==> src/rtl/serdac_pkg.sv <==
`timescale 1ns/1ps
package serdac_pkg;
  localparam int CODE_W_DEF  = 10;
  localparam int SEL_W       = 1;
  localparam int SYNC_STAGES = 2;

  typedef enum logic {
    SYNC_LEVEL = 1'b0,
    SYNC_RISE  = 1'b1
  } sync_mode_e;
endpackage

==> src/rtl/serdac_sync.sv <==
`timescale 1ns/1ps
module serdac_sync
  import serdac_pkg::*;
#(
  parameter int         W      = 1,
  parameter int         STAGES = SYNC_STAGES,
  parameter sync_mode_e MODE   = SYNC_LEVEL
) (
  input  logic         clk,
  input  logic         rst,
  input  logic [W-1:0] pin,
  output logic [W-1:0] q
);
  // rise mode keeps one extra flop as the "previous" sample
  localparam int DEPTH = (MODE == SYNC_RISE) ? STAGES + 1 : STAGES;

  logic [W-1:0] chain [DEPTH];

  always_ff @(posedge clk) begin
    if (rst) begin
      for (int k = 0; k < DEPTH; k++) chain[k] <= '0;
    end else begin
      chain[0] <= pin;
      for (int k = 1; k < DEPTH; k++) chain[k] <= chain[k-1];
    end
  end

  generate
    if (MODE == SYNC_RISE) begin : g_rise
      assign q = chain[STAGES-1] & ~chain[STAGES];

      for (genvar b = 0; b < W; b++) begin : g_chk
        // an edge pulse can never last two cycles
        p_edge_single_r8: assert property (@(posedge clk) disable iff (rst)
          q[b] |=> !q[b]);
      end
    end else begin : g_level
      assign q = chain[STAGES-1];
    end
  endgenerate
endmodule

==> src/rtl/serdac_shift.sv <==
`timescale 1ns/1ps
module serdac_shift #(
  parameter int W = 11
) (
  input  logic         clk,
  input  logic         rst,
  input  logic         clr_n,
  input  logic         en,
  input  logic         din,
  output logic [W-1:0] q
);
  always_ff @(posedge clk or negedge clr_n) begin
    if (!clr_n)   q <= '0;
    else if (rst) q <= '0;
    else if (en)  q <= {q[W-2:0], din};
  end

  p_shift_hold_r3: assert property (@(posedge clk) disable iff (rst || !clr_n)
    !en |=> $stable(q));

  p_shift_moves_r5: assert property (@(posedge clk) disable iff (rst || !clr_n)
    en |=> (q[W-1:1] == $past(q[W-2:0])));
endmodule

==> src/rtl/serdac_bank.sv <==
`timescale 1ns/1ps
module serdac_bank #(
  parameter int CODE_W = 10,
  parameter int SEL_W  = 1,
  localparam int NREG  = 1 << SEL_W
) (
  input  logic                   clk,
  input  logic                   rst,
  input  logic                   clr_n,
  input  logic                   we,
  input  logic [SEL_W-1:0]       sel,
  input  logic [CODE_W-1:0]      din,
  output logic [NREG*CODE_W-1:0] codes,
  output logic                   pulse,
  output logic [SEL_W-1:0]       pulse_sel
);
  logic [CODE_W-1:0] regs [NREG];

  always_ff @(posedge clk or negedge clr_n) begin
    if (!clr_n) begin
      for (int i = 0; i < NREG; i++) regs[i] <= '0;
    end else if (rst) begin
      for (int i = 0; i < NREG; i++) regs[i] <= '0;
    end else if (we) begin
      for (int i = 0; i < NREG; i++)
        if (sel == SEL_W'(i)) regs[i] <= din;
    end
  end

  always_ff @(posedge clk) begin
    if (rst) begin
      pulse     <= 1'b0;
      pulse_sel <= '0;
    end else begin
      pulse <= we;
      if (we) pulse_sel <= sel;
    end
  end

  generate
    for (genvar i = 0; i < NREG; i++) begin : g_out
      assign codes[i*CODE_W +: CODE_W] = regs[i];

      p_other_held_r2: assert property (@(posedge clk) disable iff (rst || !clr_n)
        (we && sel != SEL_W'(i)) |=> $stable(regs[i]));

      p_idle_hold_r4: assert property (@(posedge clk) disable iff (rst || !clr_n)
        !we |=> $stable(regs[i]));
    end
  endgenerate

  p_pulse_single_r8: assert property (@(posedge clk) disable iff (rst)
    pulse |=> !pulse);
endmodule

==> src/rtl/serdac_ctrl_port.sv <==
`timescale 1ns/1ps
module serdac_ctrl_port
  import serdac_pkg::*;
#(
  parameter int CODE_W  = CODE_W_DEF,
  parameter int STAGES  = SYNC_STAGES
) (
  input  logic              clk,
  input  logic              rst,
  input  logic              clr_n,
  input  logic              sd,
  input  logic              sclk,
  input  logic              wrt,
  output logic [CODE_W-1:0] gain_code,
  output logic [CODE_W-1:0] aux_code,
  output logic              upd_pulse,
  output logic              upd_sel
);
  // the start bit is never used, so only address + data are kept
  localparam int KEEP_W = CODE_W + SEL_W;
  localparam int NREG   = 1 << SEL_W;

  logic              sd_s;
  logic [1:0]        edges;   // [0] serial clock rise, [1] strobe rise
  logic [KEEP_W-1:0] word;
  logic [NREG*CODE_W-1:0] codes;
  logic [SEL_W-1:0]  psel;

  serdac_sync #(.W(1), .STAGES(STAGES), .MODE(SYNC_LEVEL)) u_sd_sync (
    .clk(clk), .rst(rst), .pin(sd), .q(sd_s)
  );

  serdac_sync #(.W(2), .STAGES(STAGES), .MODE(SYNC_RISE)) u_edge_sync (
    .clk(clk), .rst(rst), .pin({wrt, sclk}), .q(edges)
  );

  serdac_shift #(.W(KEEP_W)) u_shift (
    .clk(clk), .rst(rst), .clr_n(clr_n), .en(edges[0]), .din(sd_s), .q(word)
  );

  serdac_bank #(.CODE_W(CODE_W), .SEL_W(SEL_W)) u_bank (
    .clk(clk), .rst(rst), .clr_n(clr_n),
    .we(edges[1]), .sel(word[CODE_W +: SEL_W]), .din(word[CODE_W-1:0]),
    .codes(codes), .pulse(upd_pulse), .pulse_sel(psel)
  );

  assign gain_code = codes[CODE_W-1:0];
  assign aux_code  = codes[2*CODE_W-1:CODE_W];
  assign upd_sel   = psel[0];

  p_strobe_commits_r8: assert property (@(posedge clk) disable iff (rst || !clr_n)
    edges[1] |=> (upd_pulse && upd_sel == $past(word[CODE_W])));

  p_pulse_needs_strobe_r4: assert property (@(posedge clk) disable iff (rst)
    upd_pulse |-> $past(edges[1]));
endmodule

==> config.mk <==
export PLATFORM = sky130hd
export DESIGN_NAME = serdac_ctrl_port
export DESIGN_NICKNAME = d
export VERILOG_FILES = /design/src/rtl/serdac_pkg.sv /design/src/rtl/serdac_sync.sv /design/src/rtl/serdac_shift.sv /design/src/rtl/serdac_bank.sv /design/src/rtl/serdac_ctrl_port.sv
export SDC_FILE = /design/constraint.sdc
export NUM_CORES = 1
export LEC_CHECK = 0
export BUFFER_PORTS_ARGS = -buffer_cell sky130_fd_sc_hd__buf_4
export CAP_MARGIN = 20
export CELL_PAD_IN_SITES_DETAIL_PLACEMENT = 0
export CELL_PAD_IN_SITES_GLOBAL_PLACEMENT = 1
export CORE_ASPECT_RATIO = 1.5
export CORE_UTILIZATION = 42
export CTS_BUF_LIST = sky130_fd_sc_hd__clkbuf_2
export CTS_CLUSTER_SIZE = 14
export DETAILED_ROUTE_END_ITERATION = 10
export PLACE_DENSITY_LB_ADDON = 0.1
export SYNTH_ARGS = -nofsm -noshare
export SYNTH_HDL_FRONTEND = slang
export SYNTH_SLANG_ARGS = --single-unit
==> constraint.sdc <==
create_clock -name clk -period 2.2 [get_ports clk]
set_input_delay 0.11 -clock clk [delete_from_list [all_inputs] [get_ports clk]]
set_output_delay 0.11 -clock clk [all_outputs]
set_load 0.005 [all_outputs]
# After elaboration in Yosys (flattened, before gate mapping)
# Memory sizes are Yosys's and may differ from the RTL's. A register that Yosys moved wholly into a read port is not among the register bits.
# Index checks and enable logic that the tools add are counted.
[op_classes]
reduce_logical = 6
muxes = 15
bitwise_logic = 7
eq_ne = 1
[ops]
columns = ["cell", "n"]
rows = [
  ["2-to-1 mux 20 bit", 2],
  ["2-to-1 mux 11 bit", 2],
  ["2-to-1 mux 10 bit", 2],
  ["2-to-1 mux 1 bit", 6],
  ["2-to-1 mux 2 bit", 3],
  ["nonzero test 2 bit", 3],
  ["OR 1 bit", 5],
  ["AND reduction 2 bit", 2],
  ["AND 2 bit", 1],
  ["inequality test 2 bit (second input constant)", 1],
  ["inverter 2 bit", 1],
  ["logical NOT 1 bit", 1],
]
[word_totals]
register_bits = 35
output_inout_bits = 22
memories = 2
mem_bits_rw = 8
input_bits = 6
[memory_table]
columns = ["memory", "words", "word_bits", "rd", "rd_clocked_by_memory_dff", "wr", "line_no", "source"]
rows = [
  ["u_edge_sync.chain", 3, 2, 3, 0, 3, "serdac_sync.sv:17", "logic [W-1:0] chain [DEPTH];"],
  ["u_sd_sync.chain", 2, 1, 2, 1, 2, "serdac_sync.sv:17", ""],
]

# Logic depth before layout (Yosys ltp)
# Gate-level depths: netlist of the first run.
[depth]
ltp_word = 4
depth_mapped = 4

# Hierarchy
# A second synthesis of the first run with hierarchy kept.
[hier_totals]
hier_cells = 137
hier_area_um2 = 1670.4
[by_module_without_submodules]
columns = ["mod", "cells_per_inst", "area_each_um2", "seq_area_each_um2", "n_inst"]
rows = [
  ["serdac_bank", 84, 1006.0, 540.5, 1],
  ["serdac_shift", 35, 441.7, 275.3, 1],
  ["serdac_sync (u_edge_sync)", 14, 170.2, 120.1, 1],
  ["serdac_sync (u_sd_sync)", 4, 52.6, 40.0, 1],
]

# Worst setup path before layout of the first run
# OpenSTA, ideal clock, no wires.
[synth_path]
path_type = "reg2reg"
start = "reg u_shift.q[10]"
end = "reg u_bank.regs (netlist bit u_bank.codes[4])"
required_time_ns = 2.064
arrival_ns = 1.044
stages_incl_launch_ff = 5
slack_ns = 1.019
synth_period_minus_slack_ns = 1.181
path_cell_list = "dfrtp_1 or3b_1 buf_6 nand2_1 a21oi_1"
[synth_between]
elab_chain_len = 2
[synth_lines]
columns = ["element", "line_no", "source"]
rows = [
  ["from (decl)", "serdac_shift.sv:10", "output logic [W-1:0] q"],
  ["from (signal assigned)", "serdac_shift.sv:15", "else if (en) q <= {q[W-2:0], din};"],
  ["inequality test 2 bit (no source line)", "-", ""],
  ["AND reduction 2 bit (no source line)", "-", ""],
  ["to (signal, indexed assignment)", "serdac_bank.sv:26", "if (sel == SEL_W'(i)) regs[i] <= din;"],
  ["to (decl)", "serdac_bank.sv:17", "logic [CODE_W-1:0] regs [NREG];"],
]
# No other way between the ends.
# A chain may end at the register's enable or synchronous reset.

# Worst setup path in the final report of the first run
[layout_path]
start = "reg u_shift.q[10]"
end = "reg u_bank.regs (netlist bit u_bank.codes[6])"
# Same word-level chain as after synthesis.

==> results.yml, run 1 <==
hold_path:
  holdCritPathClass: "input pin to flop"
sta:
  tightest_slew_ns: 0.483
  relSlewSlack_pct: 67.7
  setup_tns_ns: 0
  finalCritPeriodShare_pct: 60.4
  finalHoldViolCount: 0
  period_needed_ns: 1.33
  setup_viol_count_final: 0
  rsz0062_at_grt: "false"
  fmax_mhz: 753
  drv_slew: 0
  skew_ns: 0.0276
cts:
  cts_root_buf: "clkbuf_2"
  path_clk_slew_ns: 0.18
  cts_resized: 0
  cts_setup_buffers: 0
  cts_max_level: 2
  cts_buffers: 5
  clk_path_buf_depth: 2
  hold_buffers: 4
  cts_tree: "yes"
  cts.sinks: 42
  insertion_delay_ns: 0.40
power:
  swShare_pct: 22.9
  seqPwrFrac_pct: 67.6
  p_per_area_nw_per_um2: 619
  p_comb_share_pct: 4.8
  leakage_nw: 0.832
  peakVddDrop_v: 0.000377
  clock_power_share_pct: 27.7
  intPower_mw: 0.893
  p_switching_mw: 0.266
yosys:
  synth.distinct_cells: 17
  async_reset_ff_share_pct: 76.2
  syn_inst: 163
  ys_top_cells_by_area: "dfrtp_1 (51%), nand2_1 (14%), dfxtp_1 (13%), a21oi_1 (9.8%), nor2b_1 (4.0%)"
  yosysWarningCount: 0
  synth.most_common_cell: "nand2_1"
  avgSynthCellArea_um2: 9.67
  synth_edf_count: 0
  synth_area_leader_cell: "dfrtp_1"
  seq_area_frac_synth_pct: 63.5
  synth_top_area_share_pct: 50.8
  synth-seq-cells: 42
  synth_commonest_cells: "nand2_1 (60), dfrtp_1 (32), a21oi_1 (31)"
  synth_nets: 169
  syn_area_um2: 1580
  synth-main-ff-cell: "dfrtp_1"
routing:
  route.detailed.drc: 0
  ant_nets: 0
  vias_per_cell: 4.92
  dr.pass1.iters: 4
  vias: 1162
  drt_iter0_drc: 27
  routed_wl_um: 2990
  avgRoutedWirePerCell_um: 12.7
global_routing:
  antenna_found_initial: 0
  grt_util_all_layers_pct: 17.7
  overflow: 0
  grt_pass1_wl_um: 5070
  grt_max_degree: 43
  grt_pass1_vias: 1097
floorplan:
  fp.dieW_um: 52.0
  dieArea_um2: 4010
  initial_utilization_pct: 45.3
  rows: 26
  core_um2: 3480
  io_pins: 28
  die_h_um: 77.0
critical_path:
  ff2ff_setup_slack_ns: 0.87
  criticalPathCategory: "flop to flop"
  cp.required_ns: 2.47
  crit_fanout: 10
  cp-end-kind: "flop"
  cp.arrival_ns: 1.60
  cp-start-kind: "flop"
placement:
  place_hpwl_um: 1940
  dp.cells: 224
  io_buffers: 27
  gp_congestion: 0.682
final_layout:
  final_cells: 236
  area_growth_pct: 18.8
  finalNetCount: 199
  antennaDiodeCount: 0
  final_layout_size_suffix_gt1_share_pct: 19.6
run:
  maxCapViolations: 0
outcome:
  status: "completed"
through the flow:
stage,setup WS [ns],cell area (um^2),utilization (%),power (mW),hold slack [ns]
finish,0.872,1870,53.8,1.16,0.131
global route,0.746,1870,53.8,1.21,0.106
detailed placement,0.872,1790,51.5,0.849,0.0710
global placement,0.911,1790,51.5,0.847,0.0657
floorplan,1.02,1580,-,0.826,-0.186
CTS,0.854,1870,53.8,1.18,0.108
worst max-delay path: stages (launching register included):
cell and delay [ns]:
dfrtp_1 0.47, or3b_1 0.56, nand2_1 0.13, a21oi_1 0.07
cell families (layout without fill, tap and decap cells):
| kind of cell | Yosys count | after routing | share of synthesized area [%] |
|---|---|---|---|
| simple gates | 79 | 79 | 22.5 |
| mux | 1 | 1 | 0.714 |
| flops | 42 | 42 | 63.5 |
| buf+inv | 9 | 40 | 2.94 |
| compound gates | 32 | 32 | 10.3 |
metal layers:
metal	vias up	GRT usage [%]	part of all wire, %
met3	7	5.95	3.9
met2	24	28.5	51
li1	582	-	-
met5	-	0	0
met1	549	20.5	43
met4	0	8.11	2.0
path summary, 6_finish.rpt:
| check | start | to | depth (start not counted) |
|---|---|---|---|
| worst max register to register | u_shift.q[10]$_DFFE_PN0P_ | u_bank.codes[6]$_DFFE_PN0P_ | 3 |
| worst max-delay path | u_shift.q[10]$_DFFE_PN0P_ | u_bank.codes[6]$_DFFE_PN0P_ | 3 |
| max in group asynchronous | clr_n | u_shift.q[1]$_DFFE_PN0P_ | 2 |
| worst min register to register | u_sd_sync.chain[0]$_SDFF_PP0_ | u_sd_sync.chain[1]$_SDFF_PP0_ | 1 |
| worst min-delay path | rst | u_bank.pulse$_SDFF_PP0_ | 2 |
| min in group asynchronous | clr_n | u_bank.codes[12]$_DFFE_PN0P_ | 2 |
power groups by stage:
stage / clock network, mW / registers, mW / logic (mW)
floorplan: 0 / 0.796 / 0.0291
global placement: 0 / 0.797 / 0.0506
detailed placement: 0 / 0.797 / 0.0521
CTS: 0.336 / 0.783 / 0.0576
global route: 0.367 / 0.785 / 0.0620
finish: 0.320 / 0.783 / 0.0555
cell usage in the layout (no fill, tap or decap):
master         instances
or3b_1                 1
dfrtp_1               32
nand2b_1               2
and3b_1                1
dfxtp_1               10
nand3b_1               1
a21o_1                 1
nor2b_1               10
nor3b_4                1
dlygate4sd3_1          4
clkbuf_2               8
buf_4                 28
nand2_1               60
a21oi_1               31
nor2_1                 3
mux2_2                 1
final cells by class:
type	count	area [um^2]
multi-input combinational	112	529
tap	42	52.6
clock buffer	8	40.0
sequential	42	1000
fill	343	1610
timing repair buffer	32	250
state kept, by name (all words and copies together), names as in the netlist, named ones only:
signal	flops
u_shift.q	10
u_bank.pulse	1
u_bank.pulse_sel	1
u_edge_sync.chain	6
u_sd_sync.chain	2
u_bank.codes	20
(Power assumes the default switching activity.)
==> inputs of run 2 (changes only) <==
--- a/config.mk
+++ b/config.mk
@@ -10,7 +10,7 @@
 export CELL_PAD_IN_SITES_DETAIL_PLACEMENT = 0
 export CELL_PAD_IN_SITES_GLOBAL_PLACEMENT = 1
 export CORE_ASPECT_RATIO = 1.5
-export CORE_UTILIZATION = 42
+export CORE_UTILIZATION = 39
 export CTS_BUF_LIST = sky130_fd_sc_hd__clkbuf_2
 export CTS_CLUSTER_SIZE = 14
 export DETAILED_ROUTE_END_ITERATION = 10
==> constraint.sdc (replaced) <==
create_clock -name clk -period 1.2 [get_ports clk]
set_input_delay 0.06 -clock clk [delete_from_list [all_inputs] [get_ports clk]]
set_output_delay 0.06 -clock clk [all_outputs]
set_load 0.005 [all_outputs]
==> run 2 against run 1 <==
Compared with the run above: wire length increased by 8.4%; register-to-register slack got worse by 0.84 ns; count of clock-buffer cells in the layout shrank 1; combinational power is 120% higher; clock skew fell by 0.016 ns; critical path depth is the same; via count grew 4.5%; design area grew 5.5%.
==> results.yml, run 2 (synthesis results as in run 1) <==
outcome:
  status: "completed"
floorplan:
  initial_utilization_pct: 41.7
  rows: 27
  fp.dieW_um: 53.9
  die_h_um: 79.9
  core_um2: 3780
  io_pins: 28
  dieArea_um2: 4310
global_routing:
  grt_util_all_layers_pct: 17.9
  antenna_found_initial: 0
  grt_pass1_vias: 1166
  grt_pass1_wl_um: 5450
  overflow: 0
  grt_max_degree: 33
sta:
  setup_tns_ns: 0
  finalHoldViolCount: 0
  relSlewSlack_pct: 69.7
  setup_ws_ns: 0.0315
  skew_ns: 0.0121
  period_needed_ns: 1.17
  drv_slew: 0
  finalCritPeriodShare_pct: 97.4
  rsz0062_at_grt: "true"
  hold_slack_ns: 0.102
  fmax_mhz: 856
  tightest_slew_ns: 0.455
  setup_viol_count_final: 0
routing:
  dr.pass1.iters: 4
  vias_per_cell: 4.98
  ant_nets: 0
  avgRoutedWirePerCell_um: 13.3
  vias: 1214
  route.detailed.drc: 0
  drt_iter0_drc: 31
  routed_wl_um: 3240
power:
  leakage_nw: 0.868
  peakVddDrop_v: 0.000826
  seqPwrFrac_pct: 67.1
  p_per_area_nw_per_um2: 1080
  p_comb_share_pct: 5.7
  clock_power_share_pct: 27.2
  intPower_mw: 1.63
  p_switching_mw: 0.506
  swShare_pct: 23.7
cts:
  path_clk_slew_ns: 0.20
  cts_buffers: 5
  insertion_delay_ns: 0.39
  clk_path_buf_depth: 2
  cts_root_buf: "clkbuf_2"
  cts_tree: "yes"
  cts_max_level: 2
  cts.sinks: 42
  cts_setup_buffers: 0
critical_path:
  cp-start-kind: "flop"
  r2r-start: "u_shift.q[10]$_DFFE_PN0P_"
  ff2ff_path_depth: 3
  rr_endpoint: "u_bank.codes[8]$_DFFE_PN0P_"
  criticalPathCategory: "flop to flop"
  crit_fanout: 10
  cp-end-kind: "flop"
  ff2ff_setup_slack_ns: 0.03
  cp.arrival_ns: 1.46
  critPathLaunch: "u_shift.q[10]$_DFFE_PN0P_"
  cp.required_ns: 1.49
  crit_end: "u_bank.codes[8]$_DFFE_PN0P_"
placement:
  gp_congestion: 0.734
  io_buffers: 27
  place_hpwl_um: 2160
  place_ws_ns: -0.0847
final_layout:
  layout_commonest_cell: "nand2_1"
  finalNetCount: 206
  nFillCells: 361
  layout_common_cells: "nand2_1 (60), dfrtp_1 (32), buf_4 (32), a21oi_1 (24), nor2b_1 (10)"
  area_growth_pct: 25.3
  antennaDiodeCount: 0
  final_layout_size_suffix_gt1_share_pct: 26.4
  largest_reg_flops: 20
hold_path:
  holdCritPathClass: "input pin to async pin"
run:
  maxCapViolations: 0
==> run 2: cell count changes in the layout (fill, tap and decap cells not counted), sizes merged <==
| cell | before | now |
|---|---|---|
| buf | 28 | 34 |
| clkinv | 0 | 1 |
| clkbuf | 8 | 7 |
| dlygate4sd3 | 4 | 5 |
==> run 2: repair_timing <==
item,in CTS,in global routing
gates resized for setup,2,9
pin swaps,0,1
hold buffers,5,0
endpoints found under the hold margin,44,0
endpoints found under the setup margin,21,12
==> run 2: cell type report <==
class,count,area [um^2],area share [%]
Sequential cell,42,1000,50.7
Clock buffer,7,35.0,1.77
Multi-Input combinational cell,112,559,28.3
Timing Repair Buffer,39,322,16.3
Tap cell,43,53.8,2.72
Clock inverter,1,3.75,0.190
==> run 2: how the worst min path moves through the flow <==
stage           from                           to  slack [ns]  depth (start not counted)
5_1_grt        clr_n  u_bank.codes[4]$_DFFE_PN0P_        0.11                          2
3_5_place_dp   clr_n  u_bank.codes[2]$_DFFE_PN0P_        0.03                          1
6_report       clr_n  u_bank.codes[2]$_DFFE_PN0P_        0.10                          2
2_1_floorplan  clr_n                    async pin       -0.24                          0
3_3_place_gp   clr_n  u_bank.codes[2]$_DFFE_PN0P_        0.02                          1
4_1_cts        clr_n  u_bank.codes[2]$_DFFE_PN0P_         0.1                          2
==> run 2: power groups by stage <==
stage | sequential, mW | clock (mW) | combinational (mW)
finish | 1.44 | 0.583 | 0.122
global route | 1.44 | 0.681 | 0.136
CTS | 1.44 | 0.612 | 0.124
detailed placement | 1.46 | 0 | 0.110
global placement | 1.46 | 0 | 0.106
floorplan | 1.46 | 0 | 0.0534
==> run 2: routing by layer <==
layer,up-vias,part of all wire (%),track usage (%)
met2,36,49,28.9
met5,-,0,0
met1,579,44,21.2
met3,5,4.9,5.14
li1,594,-,-
met4,0,1.9,7.89
==> run 2: stage by stage <==
step	area [um^2]	utilization, %	power, mW	cells
floorplan	1580	-	1.51	163
CTS	1940	51.4	2.17	244
finish	1980	52.2	2.14	244
global route	1980	52.2	2.26	244
global placement	1850	48.9	1.57	231
detailed placement	1850	48.9	1.57	231
==> run 2: critical path: stages (launching register included) <==
cell and delay, ns:
dfrtp_1 0.44, or3b_4 0.46, nand2_1 0.12, a21oi_2 0.06
